<file path="config.mk">
export PLATFORM = sky130hd
export DESIGN_NAME = dcache_wt
export DESIGN_NICKNAME = d
export VERILOG_FILES = /design/src/rtl/dcache_pkg.sv /design/src/rtl/dc_age.sv /design/src/rtl/dc_lanes.sv /design/src/rtl/dcache_wt.sv
export SDC_FILE = /design/constraint.sdc
export NUM_CORES = 1
export LEC_CHECK = 0
export BUFFER_PORTS_ARGS = -buffer_cell sky130_fd_sc_hd__buf_4
export CORE_AREA = 4 4 410 412
export DETAILED_ROUTE_END_ITERATION = 6
export DIE_AREA = 0 0 414 416
export PLACE_DENSITY_LB_ADDON = 0.25
export SYNTH_ARGS = -nofsm -noshare
export SYNTH_HDL_FRONTEND = slang
export SYNTH_SLANG_ARGS = --single-unit
</file>
<file path="constraint.sdc">
create_clock -name clk -period 6 [get_ports clk]
set_input_delay 1.8 -clock clk [delete_from_list [all_inputs] [get_ports clk]]
set_output_delay 1.8 -clock clk [all_outputs]
set_load 0.02 [all_outputs]
</file>
<file path="src/rtl/dcache_pkg.sv">
package dcache_pkg;
  typedef enum logic [1:0] {
    SZ_BYTE = 2'd0,
    SZ_HALF = 2'd1,
    SZ_WORD = 2'd2
  } dc_size_e;

  typedef enum logic [2:0] {
    S_IDLE,
    S_LOOK,
    S_WMEM,
    S_BYP,
    S_FILL,
    S_WAIT,
    S_DONE
  } dc_state_e;
endpackage

</file>
<file path="src/rtl/dc_age.sv">
module dc_age #(
  parameter int WAYS = 2,
  parameter int SETS = 4,
  localparam int AW = $clog2(WAYS),
  localparam int SW = $clog2(SETS)
) (
  input  logic          clk,
  input  logic          rst,
  input  logic [SW-1:0] set_i,
  input  logic [WAYS-1:0] valid_i,
  input  logic          hit_i,
  input  logic          fill_i,
  input  logic          kill_i,
  input  logic [AW-1:0] way_i,
  output logic [AW-1:0] victim_o
);
  localparam logic [AW-1:0] TOP = AW'(WAYS - 1);

  logic [AW-1:0] age_q [SETS][WAYS];

  // Victim: first invalid way, otherwise the way with the lowest age.
  always_comb begin
    logic [AW-1:0] best;
    logic          inv;
    inv      = 1'b0;
    victim_o = '0;
    best     = age_q[set_i][0];
    for (int i = 0; i < WAYS; i++) begin
      if (!valid_i[i] && !inv) begin
        victim_o = AW'(i);
        inv      = 1'b1;
      end
    end
    if (!inv) begin
      for (int i = 1; i < WAYS; i++) begin
        if (age_q[set_i][i] < best) begin
          best     = age_q[set_i][i];
          victim_o = AW'(i);
        end
      end
    end
  end

  always_ff @(posedge clk) begin
    if (rst) begin
      for (int s = 0; s < SETS; s++)
        for (int w = 0; w < WAYS; w++)
          age_q[s][w] <= '0;
    end else if (hit_i) begin
      for (int w = 0; w < WAYS; w++)
        if (age_q[set_i][w] > age_q[set_i][way_i])
          age_q[set_i][w] <= age_q[set_i][w] - 1'b1;
      age_q[set_i][way_i] <= TOP;
    end else if (fill_i) begin
      for (int w = 0; w < WAYS; w++)
        if (age_q[set_i][w] != '0)
          age_q[set_i][w] <= age_q[set_i][w] - 1'b1;
      age_q[set_i][way_i] <= TOP;
    end else if (kill_i) begin
      age_q[set_i][way_i] <= '0;
    end
  end


  upd_excl_chk: assert property (@(posedge clk) disable iff (rst)
    $countones({hit_i, fill_i, kill_i}) <= 1);
endmodule

</file>
<file path="src/rtl/dc_lanes.sv">
module dc_lanes
  import dcache_pkg::*;
(
  input  dc_size_e    size_i,
  input  logic [1:0]  off_i,
  input  logic [31:0] word_i,
  input  logic [31:0] wdata_i,
  output logic [31:0] rd_o,
  output logic [31:0] placed_o,
  output logic [31:0] merged_o,
  output logic [3:0]  be_o
);
  logic [4:0]  sh;
  logic [31:0] mask;

  always_comb begin
    unique case (size_i)
      SZ_BYTE: begin
        sh       = 5'(8 * (3 - off_i));
        be_o     = 4'b1000 >> off_i;
        placed_o = {24'b0, wdata_i[7:0]} << sh;
        rd_o     = (word_i >> sh) & 32'h0000_00FF;
      end
      SZ_HALF: begin
        sh       = off_i[1] ? 5'd0 : 5'd16;
        be_o     = off_i[1] ? 4'b0011 : 4'b1100;
        placed_o = {16'b0, wdata_i[15:0]} << sh;
        rd_o     = (word_i >> sh) & 32'h0000_FFFF;
      end
      default: begin
        sh       = 5'd0;
        be_o     = 4'b1111;
        placed_o = wdata_i;
        rd_o     = word_i;
      end
    endcase
    mask     = {{8{be_o[3]}}, {8{be_o[2]}}, {8{be_o[1]}}, {8{be_o[0]}}};
    merged_o = (word_i & ~mask) | (placed_o & mask);
  end
endmodule

</file>
<file path="src/rtl/dcache_wt.sv">
module dcache_wt
  import dcache_pkg::*;
#(
  parameter int ADDR_W    = 32,
  parameter int WAYS      = 2,
  parameter int SETS      = 4,
  parameter int WORDS     = 4,
  parameter int CNT_W     = 16,
  parameter int LAT_W     = 4,
  parameter int LAT_LH    = 0,
  parameter int LAT_LM    = 2,
  parameter int LAT_SH    = 1,
  parameter int LAT_SM    = 3,
  parameter bit HAS_CACHE = 1'b1
) (
  input  logic              clk,
  input  logic              rst,
  input  logic              cache_en,
  input  logic              req_valid,
  output logic              req_ready,
  input  logic              req_write,
  input  logic [1:0]        req_size,
  input  logic [ADDR_W-1:0] req_addr,
  input  logic [31:0]       req_wdata,
  input  logic              req_inhibit,
  output logic              rsp_valid,
  output logic [31:0]       rsp_rdata,
  output logic              mem_req,
  output logic              mem_we,
  output logic [ADDR_W-1:0] mem_addr,
  output logic [3:0]        mem_be,
  output logic [31:0]       mem_wdata,
  input  logic              mem_ack,
  input  logic              mem_err,
  input  logic [31:0]       mem_rdata,
  output logic [CNT_W-1:0]  cnt_rd_hit,
  output logic [CNT_W-1:0]  cnt_rd_miss,
  output logic [CNT_W-1:0]  cnt_wr_hit,
  output logic [CNT_W-1:0]  cnt_wr_miss
);
  localparam int WI_W  = $clog2(WORDS);
  localparam int SI_W  = $clog2(SETS);
  localparam int WAY_W = $clog2(WAYS);
  localparam int TAG_W = ADDR_W - 2 - WI_W - SI_W;
  localparam int DEPTH = WAYS * SETS * WORDS;

  dc_state_e         st;
  logic [ADDR_W-1:0] a_q;
  logic              we_q, ci_q, hit_q, byp_q;
  logic [1:0]        sz_q;
  logic [31:0]       wd_q, rdata_q;
  logic [WAY_W-1:0]  hway_q, vway_q;
  logic [WI_W-1:0]   fcnt;
  logic [LAT_W-1:0]  lat_q;

  logic [TAG_W-1:0]  tag_q [WAYS][SETS];
  logic [WAYS-1:0]   vld_q [SETS];
  logic [31:0]       data_q [DEPTH];

  wire [WI_W-1:0]  a_wi = a_q[2 +: WI_W];
  wire [SI_W-1:0]  a_si = a_q[2 + WI_W +: SI_W];
  wire [TAG_W-1:0] a_tg = a_q[ADDR_W-1 -: TAG_W];
  wire [WI_W-1:0]  f_wi = a_wi + fcnt;
  wire             f_last = (fcnt == WI_W'(WORDS - 1));
  wire             byp = !HAS_CACHE || !cache_en || ci_q;

  logic [WAYS-1:0]  hit_vec;
  logic [WAY_W-1:0] hit_idx, victim, rd_way, age_way;
  logic [31:0]      cache_word, lane_src, lane_rd, placed, merged;
  logic [3:0]       be;

  for (genvar w = 0; w < WAYS; w++) begin : g_cmp
    assign hit_vec[w] = vld_q[a_si][w] && (tag_q[w][a_si] == a_tg);
  end

  always_comb begin
    hit_idx = '0;
    for (int w = 0; w < WAYS; w++)
      if (hit_vec[w]) hit_idx = WAY_W'(w);
  end

  wire look_hit = (st == S_LOOK) && !byp && (|hit_vec);
  wire fill_ok  = (st == S_FILL) && mem_ack && !mem_err;
  wire fill_bad = (st == S_FILL) && mem_ack && mem_err;

  assign rd_way     = (st == S_LOOK) ? hit_idx : hway_q;
  assign cache_word = data_q[{rd_way, a_si, a_wi}];
  assign lane_src   = (st == S_LOOK || st == S_WMEM) ? cache_word : mem_rdata;
  assign age_way    = look_hit ? hit_idx : vway_q;

  dc_lanes u_lanes (
    .size_i  (dc_size_e'(sz_q)),
    .off_i   (a_q[1:0]),
    .word_i  (lane_src),
    .wdata_i (wd_q),
    .rd_o    (lane_rd),
    .placed_o(placed),
    .merged_o(merged),
    .be_o    (be)
  );

  dc_age #(.WAYS(WAYS), .SETS(SETS)) u_age (
    .clk     (clk),
    .rst     (rst),
    .set_i   (a_si),
    .valid_i (vld_q[a_si]),
    .hit_i   (look_hit),
    .fill_i  (fill_ok && f_last),
    .kill_i  (fill_bad),
    .way_i   (age_way),
    .victim_o(victim)
  );

  // Data array: single write port, written by refill or by a store hit.
  wire              d_we  = fill_ok || ((st == S_WMEM) && mem_ack && hit_q && !byp_q);
  wire [WAY_W+SI_W+WI_W-1:0] d_idx = (st == S_FILL) ? {vway_q, a_si, f_wi}
                                                    : {hway_q, a_si, a_wi};
  wire [31:0]       d_wd  = (st == S_FILL) ? mem_rdata : merged;

  always_ff @(posedge clk) begin
    if (d_we) data_q[d_idx] <= d_wd;
  end

  assign req_ready = (st == S_IDLE);
  assign rsp_valid = (st == S_DONE);
  assign rsp_rdata = rdata_q;
  assign mem_req   = (st == S_WMEM) || (st == S_BYP) || (st == S_FILL);
  assign mem_we    = (st == S_WMEM);
  assign mem_be    = (st == S_WMEM) ? be : 4'b1111;
  assign mem_wdata = placed;
  assign mem_addr  = (st == S_FILL) ? {a_tg, a_si, f_wi, 2'b00}
                                    : {a_q[ADDR_W-1:2], 2'b00};

  always_ff @(posedge clk) begin
    if (rst) begin
      st          <= S_IDLE;
      cnt_rd_hit  <= '0;
      cnt_rd_miss <= '0;
      cnt_wr_hit  <= '0;
      cnt_wr_miss <= '0;
      rdata_q     <= '0;
      for (int s = 0; s < SETS; s++) vld_q[s] <= '0;
    end else begin
      unique case (st)
        S_IDLE: if (req_valid) begin
          a_q  <= req_addr;
          we_q <= req_write;
          sz_q <= req_size;
          wd_q <= req_wdata;
          ci_q <= req_inhibit;
          st   <= S_LOOK;
        end
        S_LOOK: begin
          byp_q  <= byp;
          hit_q  <= !byp && (|hit_vec);
          hway_q <= hit_idx;
          vway_q <= victim;
          fcnt   <= '0;
          if (we_q) begin
            if (!byp) begin
              if (|hit_vec) cnt_wr_hit  <= cnt_wr_hit + 1'b1;
              else          cnt_wr_miss <= cnt_wr_miss + 1'b1;
            end
            st <= S_WMEM;
          end else if (byp) begin
            st <= S_BYP;
          end else if (|hit_vec) begin
            cnt_rd_hit <= cnt_rd_hit + 1'b1;
            rdata_q    <= lane_rd;
            lat_q      <= LAT_W'(LAT_LH);
            st         <= S_WAIT;
          end else begin
            cnt_rd_miss <= cnt_rd_miss + 1'b1;
            st          <= S_FILL;
          end
        end
        S_WMEM: if (mem_ack) begin
          if (byp_q) st <= S_DONE;
          else if (hit_q) begin
            lat_q <= LAT_W'(LAT_SH);
            st    <= S_WAIT;
          end else st <= S_FILL;
        end
        S_BYP: if (mem_ack) begin
          rdata_q <= lane_rd;
          st      <= S_DONE;
        end
        S_FILL: if (mem_ack) begin
          if (mem_err) begin
            vld_q[a_si][vway_q] <= 1'b0;
            if (!we_q) rdata_q <= '0;
            st <= S_DONE;
          end else begin
            if (fcnt == '0 && !we_q) rdata_q <= lane_rd;
            if (f_last) begin
              tag_q[vway_q][a_si] <= a_tg;
              vld_q[a_si][vway_q] <= 1'b1;
              lat_q <= we_q ? LAT_W'(LAT_SM) : LAT_W'(LAT_LM);
              st    <= S_WAIT;
            end else fcnt <= fcnt + 1'b1;
          end
        end
        S_WAIT: begin
          if (lat_q == '0) st <= S_DONE;
          else lat_q <= lat_q - 1'b1;
        end
        default: st <= S_IDLE;
      endcase
    end
  end


  hit_onehot_chk: assert property (@(posedge clk) disable iff (rst)
    (st == S_LOOK) |-> $onehot0(hit_vec));

  rsp_pulse_chk: assert property (@(posedge clk) disable iff (rst)
    rsp_valid |=> !rsp_valid);

  store_thru_chk: assert property (@(posedge clk) disable iff (rst)
    (st == S_LOOK && we_q) |=> (mem_req && mem_we));

  cnt_step_chk: assert property (@(posedge clk) disable iff (rst)
    $countones({cnt_rd_hit != $past(cnt_rd_hit), cnt_rd_miss != $past(cnt_rd_miss),
                cnt_wr_hit != $past(cnt_wr_hit), cnt_wr_miss != $past(cnt_wr_miss)}) <= 1);

  mem_hold_chk: assert property (@(posedge clk) disable iff (rst)
    (mem_req && !mem_ack) |=> (mem_req && $stable(mem_addr)));
endmodule

</file>
==> run_results.csv <==
group,metric,value,unit
cts,clock_latency,0.81,ns
yosys,synth_largest_area_cell,"edfxtp_1",
drt,firstDrtPassIters,7,
finish,layout.area.seq,41800,um^2
setup_path,cp_slowest_cell,"nor2_1",
finish,layout.nets,3496,
global_route,initial_antenna_violation_count,4,
place,port-buffer-count,271,
yosys,synth-edff-count,1326,
job,maxCapViolations,0,
setup_path,setup.worst_path.class,"reg2out",
sta,worst_slew_margin_rel,8.80,%
yosys,synth_seq_cells,1427,
drt,wirelength,172000,um
setup_path,worstPathArrival,3.50,ns
sta,setup_tns,0,ns
drt,num_vias,31331,
cts,cts-buffers-inserted,159,
finish,final_layout_size_suffix_gt1_share,31.1,%
finish,area_delta_synth_final,18.3,%
floorplanning,io_pins,274,
yosys,synth_cell_types,86,
place,dpl.hpwl,102000,um
global_route,first_global_vias,30892,
yosys,synth.top_cells.by_count,"edfxtp_1, mux4_2, nor2_1",
floorplanning,die_area,172000,um^2
yosys,yosysTopAreaCellShare,69.4,%
setup_path,cell_breakdown_of_the_critical_path,"buf_4 -> nand2b_1 -> nor2_1 -> a22o_1 -> buf_4",
yosys,netlist_instances,3012,
setup_path,worst-path-max-fanout,12,
setup_path,critPathLaunchType,"flip-flop",
drt,drt_drc_violations_left,0,
hold_path,hold_path.class,"reg2reg",
yosys,postSynth.asyncResetShare,0,%
yosys,post_synth_main_area_contributors,"edfxtp_1, mux4_2, dfxtp_1",
place,postPlaceCellArea,62700,um^2
setup_path,max_stage_delay,0.88,ns
drt,antenna_viol_nets_final,0,
cts,numClockSinks,1427,
global_route,grt_overflow,0,
yosys,ys_warn_count,0,
drt,via_per_inst,5.50,
sta,grt_setup_unrepaired,"no",
finish,fillers,14636,
place,finalWeightedCongestion,0.854,
cts,cts.root.buffer_cell,"clkbuf_16",
setup_path,critical_path_capture_point_type,"output pin",
floorplanning,start_util,34.9,%
global_route,grt_max_degree,70,
yosys,seq_area_frac_synth,72.9,%
cts,clkTransAtPathRegs,0.06,ns
floorplanning,fp-row-count,149,
cts,cts_htree_levels,4,
sta,max_transition_viols_final,0,
floorplanning,die_h,416,um
global_route,grt_first_pass_wirelength,240000,um
cts,cts_tree,"built",
setup_path,required,4.20,ns
sta,finalHoldWorstSlack,0.498,ns
sta,min_period_over_period,88.4,%
drt,post_drt_wl_per_cell,30.2,um
setup_path,critical_path.most_common_cell,"buf_4",
sta,timing.fmax,0.189,GHz
sta,fin_worst_skew,0.0513,ns
place,place.detailed.instances,5409,
sta,finalWorstPathRequiredPeriod,5.30,ns
cts,cts_max_path_buffers,3,
global_route,grt_usage,19.6,%
sta,setup_viol_count_final,0,
drt,drt_iter0_drc,3994,
power,ir_worst_vdd,310,uV
yosys,synthMostInstantiatedCell,"edfxtp_1",
yosys,synth.cell_area,57400,um^2
finish,post-route-cell-area,67900,um^2
power,p_leak,22.1,nW
cts,cts.hold.buffers_added,0,
finish,multi_input_area,14800,um^2
yosys,dominantRegCellSynth,"edfxtp_1",
sta,worst_pin_slew,1.37,ns
yosys,avgSynthCellArea,19.0,um^2
cts,cts_resized,0,
outcome,status,"complete, no violations",
sta,hold_viol_final,0,
finish,layoutNonFillerInstCount,5698,
setup_path,path_buf_inv,2,
power,power-per-cell-area,406,nW/um^2
setup_path,critPathTopFamily,"simple AND/OR/NAND/NOR gates",
floorplanning,die-width,414,um
floorplanning,design.core.area,164000,um^2
cts,cts_post_setup_buffers_inserted,0,
power,total_power,0.0276,W
## cell usage in the layout (no fill, tap or decap), types with 11 or more instances in the layout
master and count:
or3_1 11, clkinv_1 39, o21ai_1 15, a21oi_2 11, a22o_1 27, a32o_1 13, nand4_1 22, dfxtp_1 101
a31oi_1 15, nor2_4 31, and2_1 13, buf_12 13, buf_4 384, xor2_1 48, xnor2_1 58, and3_1 26
nor2_1 167, nor2b_1 16, a21oi_1 56, bufinv_16 13, clkbuf_16 162, mux4_2 365, edfxtp_1 1326, nand3_1 31
mux2i_1 40, clkbuf_1 23, nor3_2 14, nand2b_1 22, o21ai_0 33, nor3_1 11, a22oi_1 28, nand2_1 111
o22ai_1 15, clkinv_2 23, inv_1 43
## worst paths after layout
| path | start | end | slack, ns | cells past startpoint |
|---|---|---|---|---|
| worst min register to register | cnt_wr_miss[6] | cnt_wr_miss[6] | 0.50 | 2 |
| worst max-delay path | a_q[1] | mem_wdata[14] | 0.70 | 5 |
| worst min-delay path | cnt_wr_miss[6] | cnt_wr_miss[6] | 0.50 | 2 |
| worst max register to register | a_q[5] | data_q[28][22] | 0.70 | 12 |
## metal layers
| metal | up-vias | GRT usage, % | wire length [um] |
|---|---|---|---|
| li1 | 12979 | - | - |
| met1 | 16623 | 27.3 | 71700 |
| met2 | 1483 | 30.2 | 79100 |
| met3 | 244 | 6.24 | 17300 |
| met4 | 2 | 4.89 | 3960 |
| met5 | - | 0 | 10 |
## logic make-up after synthesis
| family | Yosys count | share of synthesized area, % |
|---|---|---|
| adders and majority gates | 9 | 0.196 |
| buffers and inverters | 238 | 2.01 |
| other | 1 | 0.00654 |
| and+or+nand+nor | 509 | 4.19 |
| DFF | 1427 | 72.9 |
| AOI/OAI and AO/OA | 307 | 3.81 |
| xor gates and xnor gates | 106 | 1.62 |
| muxes | 415 | 15.2 |
## tightest hold or removal path, cell delays in order, from the launching register on
cell and delay, ns:
dfxtp_1 0.32, o21ai_0 0.07, a21oi_1 0.06
## sequential cells by signal, indices dropped and copies added, names as in the netlist, 2 cells and up, named ones only
| signal | cells |
|---|---|
| lat_q | 4 |
| rsp_rdata | 32 |
| st | 3 |
| cnt_wr_hit | 16 |
| u_age.age_q | 8 |
| wd_q | 32 |
| a_q | 32 |
| sz_q | 2 |
| fcnt | 2 |
| vld_q | 8 |
| data_q | 1024 |
| cnt_rd_hit | 16 |
| cnt_rd_miss | 16 |
| cnt_wr_miss | 16 |
| tag_q | 208 |
## cell type report
type                            count  share of cell area [%]
Sequential cell                  1427                    61.7
Multi-Input combinational cell   1348                    21.8
Clock buffer                      186                    6.12
Timing Repair Buffer              397                    4.63
Tap cell                         2189                    4.04
Clock inverter                    101                    1.51
Inverter                           48                   0.271
Antenna cell                        2                 0.00738
## through the flow
step	util (%)	worst slack, ns
2_1_floorplan	-	0.565
3_3_place_gp	38.1	0.945
3_5_place_dp	38.1	0.764
4_1_cts	41.3	0.732
5_1_grt	41.3	0.174
6_report	41.3	0.698
## where the power goes
group / total [W] / internal (W) / switching (W) / leakage [nW]
Sequential: 0.0126 / 0.0123 / 0.000304 / 12.8
Clock: 0.00965 / 0.00556 / 0.00409 / 2.51
Combinational: 0.00532 / 0.00173 / 0.00359 / 6.79
Total: 0.0276 / 0.0196 / 0.00799 / 22.1
Note: power is estimated with default switching activity, not from simulation.
